$ cat src/rtl/adc_corr_pkg.sv
package adc_corr_pkg;
  typedef enum logic [1:0] {
    SRC_ADC_A = 2'd0,
    SRC_ADC_B = 2'd1,
    SRC_SUP_A = 2'd2,
    SRC_SUP_B = 2'd3
  } corr_src_e;

  localparam int unsigned NUM_SRC  = 4;
  localparam int unsigned NUM_GAIN = 2;
endpackage

$ cat src/rtl/adc_corr_coef_sel.sv
module adc_corr_coef_sel
  import adc_corr_pkg::*;
#(
  parameter int unsigned DATA_W     = 16,
  parameter int unsigned GAIN_MAG_W = 6,
  parameter int unsigned GAIN_DEN   = 1000,
  localparam int unsigned GAIN_W    = GAIN_MAG_W + 1,
  localparam int unsigned FACT_W    = $clog2(GAIN_DEN + (1 << GAIN_MAG_W))
) (
  input  logic [1:0]        sel_i,
  input  logic [DATA_W-1:0] off_word_i [NUM_SRC],
  input  logic [GAIN_W-1:0] gain_code_i [NUM_GAIN],
  output logic [DATA_W-1:0] off_word_o,
  output logic [FACT_W-1:0] factor_o
);
  logic [FACT_W-1:0] fact [NUM_GAIN];

  // sign bit set means a positive correction
  for (genvar g = 0; g < NUM_GAIN; g++) begin : g_gain
    logic [FACT_W-1:0] mag;
    assign mag = FACT_W'(gain_code_i[g][GAIN_MAG_W-1:0]);
    assign fact[g] = gain_code_i[g][GAIN_W-1] ? FACT_W'(GAIN_DEN) + mag
                                              : FACT_W'(GAIN_DEN) - mag;
  end

  assign off_word_o = off_word_i[sel_i];
  assign factor_o   = fact[sel_i[0]];
endmodule

$ cat src/rtl/adc_corr_offset_stg.sv
module adc_corr_offset_stg #(
  parameter int unsigned DATA_W  = 16,
  parameter int unsigned COEF_W  = 12,
  parameter int unsigned FACT_W  = 11,
  localparam int unsigned SUM_W  = DATA_W + 2,
  localparam int unsigned LSB_W  = DATA_W - COEF_W
) (
  input  logic              clk_i,
  input  logic              rst_ni,
  input  logic              valid_i,
  input  logic              cal_en_i,
  input  logic [DATA_W-1:0] raw_i,
  input  logic [DATA_W-1:0] off_word_i,
  input  logic [FACT_W-1:0] factor_i,
  output logic              valid_o,
  output logic              byp_o,
  output logic [DATA_W-1:0] raw_o,
  output logic [SUM_W-1:0]  sum_o,
  output logic [FACT_W-1:0] factor_o
);
  logic [SUM_W-1:0] off_ext;
  logic [SUM_W-1:0] off_scaled;

  // sign-extend, then drop the unreferenced low bits
  assign off_ext    = {{(SUM_W-DATA_W){off_word_i[DATA_W-1]}}, off_word_i};
  assign off_scaled = off_ext & ~SUM_W'((1 << LSB_W) - 1);

  always_ff @(posedge clk_i or negedge rst_ni) begin
    if (!rst_ni) begin
      valid_o  <= 1'b0;
      byp_o    <= 1'b0;
      raw_o    <= '0;
      sum_o    <= '0;
      factor_o <= '0;
    end else begin
      valid_o  <= valid_i;
      byp_o    <= ~cal_en_i;
      raw_o    <= raw_i;
      sum_o    <= {{(SUM_W-DATA_W){1'b0}}, raw_i} + off_scaled;
      factor_o <= factor_i;
    end
  end
endmodule

$ cat src/rtl/adc_corr_gain_stg.sv
module adc_corr_gain_stg #(
  parameter int unsigned DATA_W  = 16,
  parameter int unsigned FACT_W  = 11,
  localparam int unsigned SUM_W  = DATA_W + 2,
  localparam int unsigned PROD_W = SUM_W - 1 + FACT_W
) (
  input  logic              clk_i,
  input  logic              rst_ni,
  input  logic              valid_i,
  input  logic              byp_i,
  input  logic [DATA_W-1:0] raw_i,
  input  logic [SUM_W-1:0]  sum_i,
  input  logic [FACT_W-1:0] factor_i,
  output logic              valid_o,
  output logic              byp_o,
  output logic [DATA_W-1:0] raw_o,
  output logic [PROD_W-1:0] prod_o
);
  logic              pos;
  logic [PROD_W-1:0] prod_d;

  // non-positive sums clamp to zero here, so only magnitudes are multiplied
  assign pos    = ~sum_i[SUM_W-1] & (|sum_i[SUM_W-2:0]);
  assign prod_d = pos ? PROD_W'(sum_i[SUM_W-2:0]) * PROD_W'(factor_i) : '0;

  always_ff @(posedge clk_i or negedge rst_ni) begin
    if (!rst_ni) begin
      valid_o <= 1'b0;
      byp_o   <= 1'b0;
      raw_o   <= '0;
      prod_o  <= '0;
    end else begin
      valid_o <= valid_i;
      byp_o   <= byp_i;
      raw_o   <= raw_i;
      prod_o  <= prod_d;
    end
  end

  AST_CLAMP_LOW: assert property (@(posedge clk_i) disable iff (!rst_ni)
    (valid_i && !byp_i && sum_i[SUM_W-1]) |=> (prod_o == '0));
endmodule

$ cat src/rtl/adc_corr_norm_stg.sv
module adc_corr_norm_stg #(
  parameter int unsigned DATA_W   = 16,
  parameter int unsigned PROD_W   = 28,
  parameter int unsigned GAIN_DEN = 1000,
  localparam int unsigned NUM_W   = PROD_W + 1,
  localparam int unsigned SHIFT   = NUM_W + $clog2(GAIN_DEN),
  localparam int unsigned RECIP_W = NUM_W + 1,
  localparam int unsigned MUL_W   = NUM_W + RECIP_W,
  localparam int unsigned Q_W     = MUL_W - SHIFT,
  localparam logic [63:0] RECIP   = ((64'd1 << SHIFT) + 64'(GAIN_DEN) - 64'd1) / 64'(GAIN_DEN)
) (
  input  logic              clk_i,
  input  logic              rst_ni,
  input  logic              valid_i,
  input  logic              byp_i,
  input  logic [DATA_W-1:0] raw_i,
  input  logic [PROD_W-1:0] prod_i,
  output logic              valid_o,
  output logic [DATA_W-1:0] data_o
);
  logic [NUM_W-1:0] num;
  logic [MUL_W-1:0] wide;
  logic [Q_W-1:0]   quot;
  logic             over;
  logic [DATA_W-1:0] data_d;

  // exact round-half-up divide: ceil reciprocal with SHIFT >= NUM_W + log2(DEN)
  assign num    = NUM_W'(prod_i) + NUM_W'(GAIN_DEN / 2);
  assign wide   = MUL_W'(num) * MUL_W'(RECIP[RECIP_W-1:0]);
  assign quot   = Q_W'(wide >> SHIFT);
  assign over   = quot > Q_W'({DATA_W{1'b1}});
  assign data_d = byp_i ? raw_i : (over ? {DATA_W{1'b1}} : quot[DATA_W-1:0]);

  always_ff @(posedge clk_i or negedge rst_ni) begin
    if (!rst_ni) begin
      valid_o <= 1'b0;
      data_o  <= '0;
    end else begin
      valid_o <= valid_i;
      data_o  <= data_d;
    end
  end

  AST_SAT_HIGH: assert property (@(posedge clk_i) disable iff (!rst_ni)
    (valid_i && !byp_i && (prod_i >= PROD_W'(65536 * GAIN_DEN)))
    |=> (data_o == {DATA_W{1'b1}}));
endmodule

$ cat src/rtl/adc_corr_top.sv
module adc_corr_top
  import adc_corr_pkg::*;
#(
  parameter int unsigned DATA_W     = 16,
  parameter int unsigned COEF_W     = 12,
  parameter int unsigned GAIN_MAG_W = 6,
  parameter int unsigned GAIN_DEN   = 1000,
  localparam int unsigned GAIN_W    = GAIN_MAG_W + 1,
  localparam int unsigned FACT_W    = $clog2(GAIN_DEN + (1 << GAIN_MAG_W)),
  localparam int unsigned SUM_W     = DATA_W + 2,
  localparam int unsigned PROD_W    = SUM_W - 1 + FACT_W
) (
  input  logic              clk_i,
  input  logic              rst_ni,
  input  logic              cal_en_i,
  input  logic              in_valid_i,
  input  logic [1:0]        in_sel_i,
  input  logic [DATA_W-1:0] in_data_i,
  input  logic [DATA_W-1:0] off_adc_a_i,
  input  logic [DATA_W-1:0] off_adc_b_i,
  input  logic [DATA_W-1:0] off_sup_a_i,
  input  logic [DATA_W-1:0] off_sup_b_i,
  input  logic [GAIN_W-1:0] gain_a_i,
  input  logic [GAIN_W-1:0] gain_b_i,
  output logic              out_valid_o,
  output logic [DATA_W-1:0] out_data_o
);
  logic [DATA_W-1:0] off_words [NUM_SRC];
  logic [GAIN_W-1:0] gain_codes [NUM_GAIN];
  logic [DATA_W-1:0] off_sel;
  logic [FACT_W-1:0] fact_sel;

  assign off_words[SRC_ADC_A] = off_adc_a_i;
  assign off_words[SRC_ADC_B] = off_adc_b_i;
  assign off_words[SRC_SUP_A] = off_sup_a_i;
  assign off_words[SRC_SUP_B] = off_sup_b_i;
  assign gain_codes[0]        = gain_a_i;
  assign gain_codes[1]        = gain_b_i;

  logic              s1_valid, s1_byp;
  logic [DATA_W-1:0] s1_raw;
  logic [SUM_W-1:0]  s1_sum;
  logic [FACT_W-1:0] s1_fact;
  logic              s2_valid, s2_byp;
  logic [DATA_W-1:0] s2_raw;
  logic [PROD_W-1:0] s2_prod;

  adc_corr_coef_sel #(
    .DATA_W(DATA_W), .GAIN_MAG_W(GAIN_MAG_W), .GAIN_DEN(GAIN_DEN)
  ) u_coef_sel (
    .sel_i      (in_sel_i),
    .off_word_i (off_words),
    .gain_code_i(gain_codes),
    .off_word_o (off_sel),
    .factor_o   (fact_sel)
  );

  adc_corr_offset_stg #(
    .DATA_W(DATA_W), .COEF_W(COEF_W), .FACT_W(FACT_W)
  ) u_offset_stg (
    .clk_i     (clk_i),
    .rst_ni    (rst_ni),
    .valid_i   (in_valid_i),
    .cal_en_i  (cal_en_i),
    .raw_i     (in_data_i),
    .off_word_i(off_sel),
    .factor_i  (fact_sel),
    .valid_o   (s1_valid),
    .byp_o     (s1_byp),
    .raw_o     (s1_raw),
    .sum_o     (s1_sum),
    .factor_o  (s1_fact)
  );

  adc_corr_gain_stg #(
    .DATA_W(DATA_W), .FACT_W(FACT_W)
  ) u_gain_stg (
    .clk_i   (clk_i),
    .rst_ni  (rst_ni),
    .valid_i (s1_valid),
    .byp_i   (s1_byp),
    .raw_i   (s1_raw),
    .sum_i   (s1_sum),
    .factor_i(s1_fact),
    .valid_o (s2_valid),
    .byp_o   (s2_byp),
    .raw_o   (s2_raw),
    .prod_o  (s2_prod)
  );

  adc_corr_norm_stg #(
    .DATA_W(DATA_W), .PROD_W(PROD_W), .GAIN_DEN(GAIN_DEN)
  ) u_norm_stg (
    .clk_i  (clk_i),
    .rst_ni (rst_ni),
    .valid_i(s2_valid),
    .byp_i  (s2_byp),
    .raw_i  (s2_raw),
    .prod_i (s2_prod),
    .valid_o(out_valid_o),
    .data_o (out_data_o)
  );

  AST_VALID_LATENCY: assert property (@(posedge clk_i) disable iff (!rst_ni)
    in_valid_i |-> ##3 out_valid_o);
  AST_NO_SPURIOUS: assert property (@(posedge clk_i) disable iff (!rst_ni)
    !in_valid_i |-> ##3 !out_valid_o);
  AST_BYPASS_EXACT: assert property (@(posedge clk_i) disable iff (!rst_ni)
    (in_valid_i && !cal_en_i) |-> ##3 (out_data_o == $past(in_data_i, 3)));
  AST_RESET_QUIET: assert property (@(posedge clk_i)
    !rst_ni |-> (!out_valid_o && out_data_o == '0));
endmodule

$ cat config.mk
export PLATFORM = sky130hd
export DESIGN_NAME = adc_corr_top
export DESIGN_NICKNAME = d
export VERILOG_FILES = /design/src/rtl/adc_corr_pkg.sv /design/src/rtl/adc_corr_coef_sel.sv /design/src/rtl/adc_corr_offset_stg.sv /design/src/rtl/adc_corr_gain_stg.sv /design/src/rtl/adc_corr_norm_stg.sv /design/src/rtl/adc_corr_top.sv
export SDC_FILE = /design/constraint.sdc
export NUM_CORES = 1
export LEC_CHECK = 0
export ABC_AREA = 1
export BUFFER_PORTS_ARGS = -buffer_cell sky130_fd_sc_hd__buf_2
export CORE_UTILIZATION = 64
export CTS_CLUSTER_SIZE = 40
export DETAILED_ROUTE_END_ITERATION = 7
export GPL_TIMING_DRIVEN = 0
export PLACE_DENSITY = 0.82
export SETUP_SLACK_MARGIN = 0.05
export SKIP_LAST_GASP = 1
export SLEW_MARGIN = 40
export SYNTH_ARGS = -nofsm -noshare
export SYNTH_HDL_FRONTEND = slang
export SYNTH_HIERARCHICAL = 1
export SYNTH_SLANG_ARGS = --single-unit
$ cat constraint.sdc
create_clock -name clk_i -period 8.6 [get_ports clk_i]
set_clock_uncertainty 0.05 [all_clocks]
set_input_delay 1.72 -clock clk_i [delete_from_list [all_inputs] [get_ports clk_i]]
set_output_delay 1.72 -clock clk_i [all_outputs]
set_load 0.005 [all_outputs]
Yosys cells after proc, flatten, opt, wreduce, memory -nomap -nowiden
Cells that the tools add are included.

storage, ports and cells
  register bits = 110
  bits of input ports = 100
  output and inout bits = 17
  word-level logic and storage cells = 39

cells by class
  $add $sub $neg = 6
  $mul = 2
  order comparisons = 3
  multiplexer cells = 11
  bitwise gates (word level) = 5
  reduce and logical (&&, ||, !) cells = 1

operators by type and width
  operator                                                         number
  2-to-1 mux 16 bit                                                4
  multiplier 29 x 29 -> 58 bit, second input constant              1
  2-to-1 mux 11 bit                                                5
  binary-select mux 16 bit (select 2 bit)                          1
  adder 28 x 9 -> 29 bit, second input constant                    1
  multiplier 17 x 11 -> 28 bit                                     1
  2-to-1 mux 28 bit                                                1
  adder 10 x 6 -> 11 bit, first input constant                     2
  subtractor 10 x 6 -> 11 bit, first input constant                2
  greater-than comparator 20 x 16 -> 1 bit, second input constant  1
  adder 17 x 16 -> 18 bit                                          1
  OR reduction 17 bit                                              1
  >= comparator 3 bit, second input constant                       1
  inverter 2 -> 3 bit                                              1
  >= comparator 2 bit, second input constant                       1
  inverter 1 bit                                                   2
  inverter 1 -> 2 bit                                              1
  AND 1 bit                                                        1

Depth between registers and ports, before layout
  depth in word-level cells = 5
  gate-level depth with buffers = 42
  gate-level depth less buffers = 41

Cells and area by module
Netlist, hierarchy kept.

by module, submodules not included
  module               instances  cells an instance  area an instance (um^2)  seq. area each (um^2)
  adc_corr_norm_stg    1          2019               16015.4                  425.4
  adc_corr_gain_stg    1          1139               8219.1                   1151.1
  adc_corr_offset_stg  1          192                1906.8                   1076.0
  adc_corr_coef_sel    1          189                973.4                    0.0

Worst setup path before layout
No wires, ideal clock.

  kind = register to register
  from = register u_gain_stg.prod_o[4]
  to = register u_norm_stg.data_o[10]
  library setup time = 0.113 ns
  arrival time = 7.214 ns
  data required time = 8.437 ns
  slack = 1.224 ns
  cell stages (with the launch flop) = 39
  buffers on the path = 1
  clock period less this slack = 7.376 ns
  path through = dfrtp_1 > a21oi_1 > nand2_1 > nor2_2 > nor2_2 > nand2_1 > inv_2 > nand4_2 > nor2_1 > xor2_1 > ha_1 > fa_1 > fa_1 > inv_1 > fa_1 > inv_1 > fa_1 > inv_1 > (+3 left out) > inv_1 > fa_1 > inv_1 > ha_1 > nand2_1 > nor2_1 > nand2_1 > nand2_1 > nand2_1 > nand2_1 > nand2_1 > nand4_1 > nand2_2 > nor2_4 > buf_6 > nand3_1 > nand2_1 > inv_1

on the way
  longest elaborated chain between the ends = 5

ends and longest elaborated chain
  what                                      RTL line                 source
  start, declared                           adc_corr_gain_stg.sv:17  output logic [PROD_W-1:0] prod_o
  start signal, assigned                    adc_corr_gain_stg.sv:36  prod_o <= prod_d;
  adder 28 x 9 -> 29 bit (*)                adc_corr_norm_stg.sv:28  assign num = NUM_W'(prod_i) + NUM_W'(GAIN_DEN / 2);
  multiplier 29 x 29 -> 58 bit (*)          adc_corr_norm_stg.sv:29  assign wide = MUL_W'(num) * MUL_W'(RECIP[RECIP_W-1:0]);
  greater-than comparator 20 x 16 -> 1 bit  adc_corr_norm_stg.sv:31  assign over = quot > Q_W'({DATA_W{1'b1}});
  2-to-1 mux 16 bit (*) (2 in series)       adc_corr_norm_stg.sv:32  assign data_d = byp_i ? raw_i : (over ? {DATA_W{1'b1}} : quot[DATA_W-1:0]);
  named net u_norm_stg.data_d[10]           adc_corr_norm_stg.sv:25  logic [DATA_W-1:0] data_d;
  end signal, assigned                      adc_corr_norm_stg.sv:40  data_o <= data_d;
  end, declared                             adc_corr_norm_stg.sv:19  output logic [DATA_W-1:0] data_o

Mark *: on every way through the listed nets, which the timed path passes. The rest lies on a longest branch.

Worst setup path after layout
  from = register u_gain_stg.prod_o[2]
  to = register u_norm_stg.data_o[7]

The elaborated chain is that of the path after synthesis.

==> summary.txt <==
Detailed routing
  • Wire length on met2: 33600 um
  • Length of routed met3 wiring: 5450 um
  • DR top layer: met4
  • Met1 wire length: 29000 um
  • Initial DRT Pass Iterations: 5
  • Starting DRC count in detailed routing: 1708
  • Post-route antenna net violation count: 0
  • Routed WL: 71900 um
  • Via count: 22.4k
  • Wire per inst: 17.2 um
  • Vias/cell: 5.34
  • DRC Markers: 0

Clocking
  • Clk buf depth: 2
  • Sinks on Clock Net: 106
  • TritonCTS clock tree: yes
  • Clock-pin slew on the worst setup and hold paths: 0.09 ns
  • CTS H-tree lvls: 3
  • Clock root buffer: clkbuf_16
  • Clk_lat worst skew: 0.37 ns
  • CTS Buf Count: 9
  • Post-CTS Hold Buffers: 0

Hold path
  • Hold crit path type: flop to flop
  • Critical hold path startpoint: u_offset_stg/raw_o[6]$_DFF_PN0_
  • Hold path depth: 0

GRT
  • Total gr overflow: 0
  • Vias in the first global route: 23.2k
  • Gr usage total: 34.4%
  • Antenna violations before repair: 0
  • Global-route wire length before repair: 116000 um
  • Largest net degree at the start of global routing: 77

Timing
  • Setup ws final: 0.384 ns
  • Worst hold margin: 0.303 ns
  • Slew Limit Fails: 0
  • Fin crit period: 8.22 ns
  • Final Hold Fails: 0
  • Final setup violation count: 0
  • Measured slew at the worst slew-check pin: 0.855 ns
  • Relative slew margins: 43.0%
  • F_max: 0.122 GHz
  • Final worst-path cycle share: 95.5%

Logic synthesis
  • Synth Area per Inst: 7.68 sq um
  • Synth Instances: 3519
  • Synth Warn #: 6
  • Synthesized net count: 4466
  • Mapped Area: 0.0270 sq mm

Worst setup path
  • Crit path from: u_gain_stg/prod_o[2]$_DFF_PN0_
  • CP startpoint kind: flop
  • Slowest cell on the critical path: xor2_2
  • Critical Path Sink Type: flop
  • Worst path required time: 8.82 ns
  • Crit-path most repeated cell: nand2_1
  • Max incr delay on CP: 0.69 ns
  • Crit Path Max Fanout: 10
  • Reg2reg path depth: 36
  • CP arrival: 8.44 ns
  • Setup CP Type: flop to flop
  • R2R Path Start: u_gain_stg/prod_o[2]$_DFF_PN0_

Final layout
  • Nets: 4602
  • ANT cells: 0
  • Final Util: 70.3%
  • Most common cell after layout, fill and taps aside: inv_1
  • Most frequent cells in the layout: 980 x inv_1, 836 x nand2_1, 446 x ha_1
  • Reg area: 0.00266 sq mm
  • Number of fill cells in the layout: 3257
  • Area Growth Syn to Fin: 7.23%
  • Layout cells sized above 1: 7.60%
  • Area of the multi-input gates: 0.0206 sq mm

Floorplan
  • Core area: 0.0412 sq mm
  • Top-level port count: 117
  • Initial Util: 65.6%
  • Total Die Area: 0.0430 sq mm
  • # rows: 74
  • Die Y: 207 um
  • Die width: 207 um

Placed design
  • GP Congestion: 0.984
  • I/O Buffers: 99
  • Dpl hpwl: 61300 um
  • Place WS: 0.151 ns

Outcome
  • Status: completed

Job
  • Max cap viols: 0
[timing repair]
item | in CTS | in global routing
endpoints found under the setup margin | 0 | 16
buffers inserted | 0 | 16
hold endpoints to repair | 0 | 0
resized for setup | 0 | 26
[sequential cells by signal, summed over array words and instances (netlist names)]
signal                 cells
u_gain_stg/prod_o         28
u_gain_stg/raw_o          16
u_offset_stg/byp_o         1
u_offset_stg/valid_o       1
u_gain_stg/byp_o           1
u_gain_stg/valid_o         1
u_norm_stg/data_o         16
u_offset_stg/sum_o        18
u_offset_stg/raw_o        12
u_norm_stg/valid_o         1
u_offset_stg/factor_o     11
[routing by layer]
metal,GRT usage [%],up-vias
met2,57.8,971
met5,0,-
met3,4.45,212
li1,-,10700
met1,44.1,10500
met4,16.2,0
[through the flow]
stage	setup TNS, ns	instance area, sq um	std cells
final	0	29000	4192
after global routing	-0.0431	29000	4192
after CTS	0	28700	4175
after detailed placement	0	28400	4159
after global placement	-3.57	28200	4150
after floorplan	0	27000	3519
[final timing paths]
kind | slack, ns | to
worst max-delay path | 0.38 | u_norm_stg/data_o[7]$_DFF_PN0_
worst min-delay path | 0.30 | u_gain_stg/raw_o[6]$_DFF_PN0_
worst max register to register | 0.38 | u_norm_stg/data_o[7]$_DFF_PN0_
worst min register to register | 0.30 | u_gain_stg/raw_o[6]$_DFF_PN0_
max in group asynchronous | 6.68 | u_gain_stg/prod_o[3]$_DFF_PN0_
min in group asynchronous | 1.13 | u_gain_stg/valid_o$_DFF_PN0_
[final cells by class]
type,instances,share of cell area [%]
timing repair buffer,124,2.47
buffer,58,0.985
multi-input combinational,2362,71.1
tap,532,2.30
clock buffer,9,0.777
inverter,994,12.9
sequential,106,9.17
clock inverter,7,0.298
[worst max-delay path: cells and delay by family (launching register included)]
family / cells / cell delay [ns]
xor gates and xnor gates: 1 / 0.69
adders and majority gates: 9 / 3.97
buffers and inverters: 8 / 0.52
DFF: 1 / 0.43
and+or+nand+nor: 18 / 2.42
Power is not shown: default switching activity piles up to over one toggle a cycle in this logic, so the estimate is an artifact.
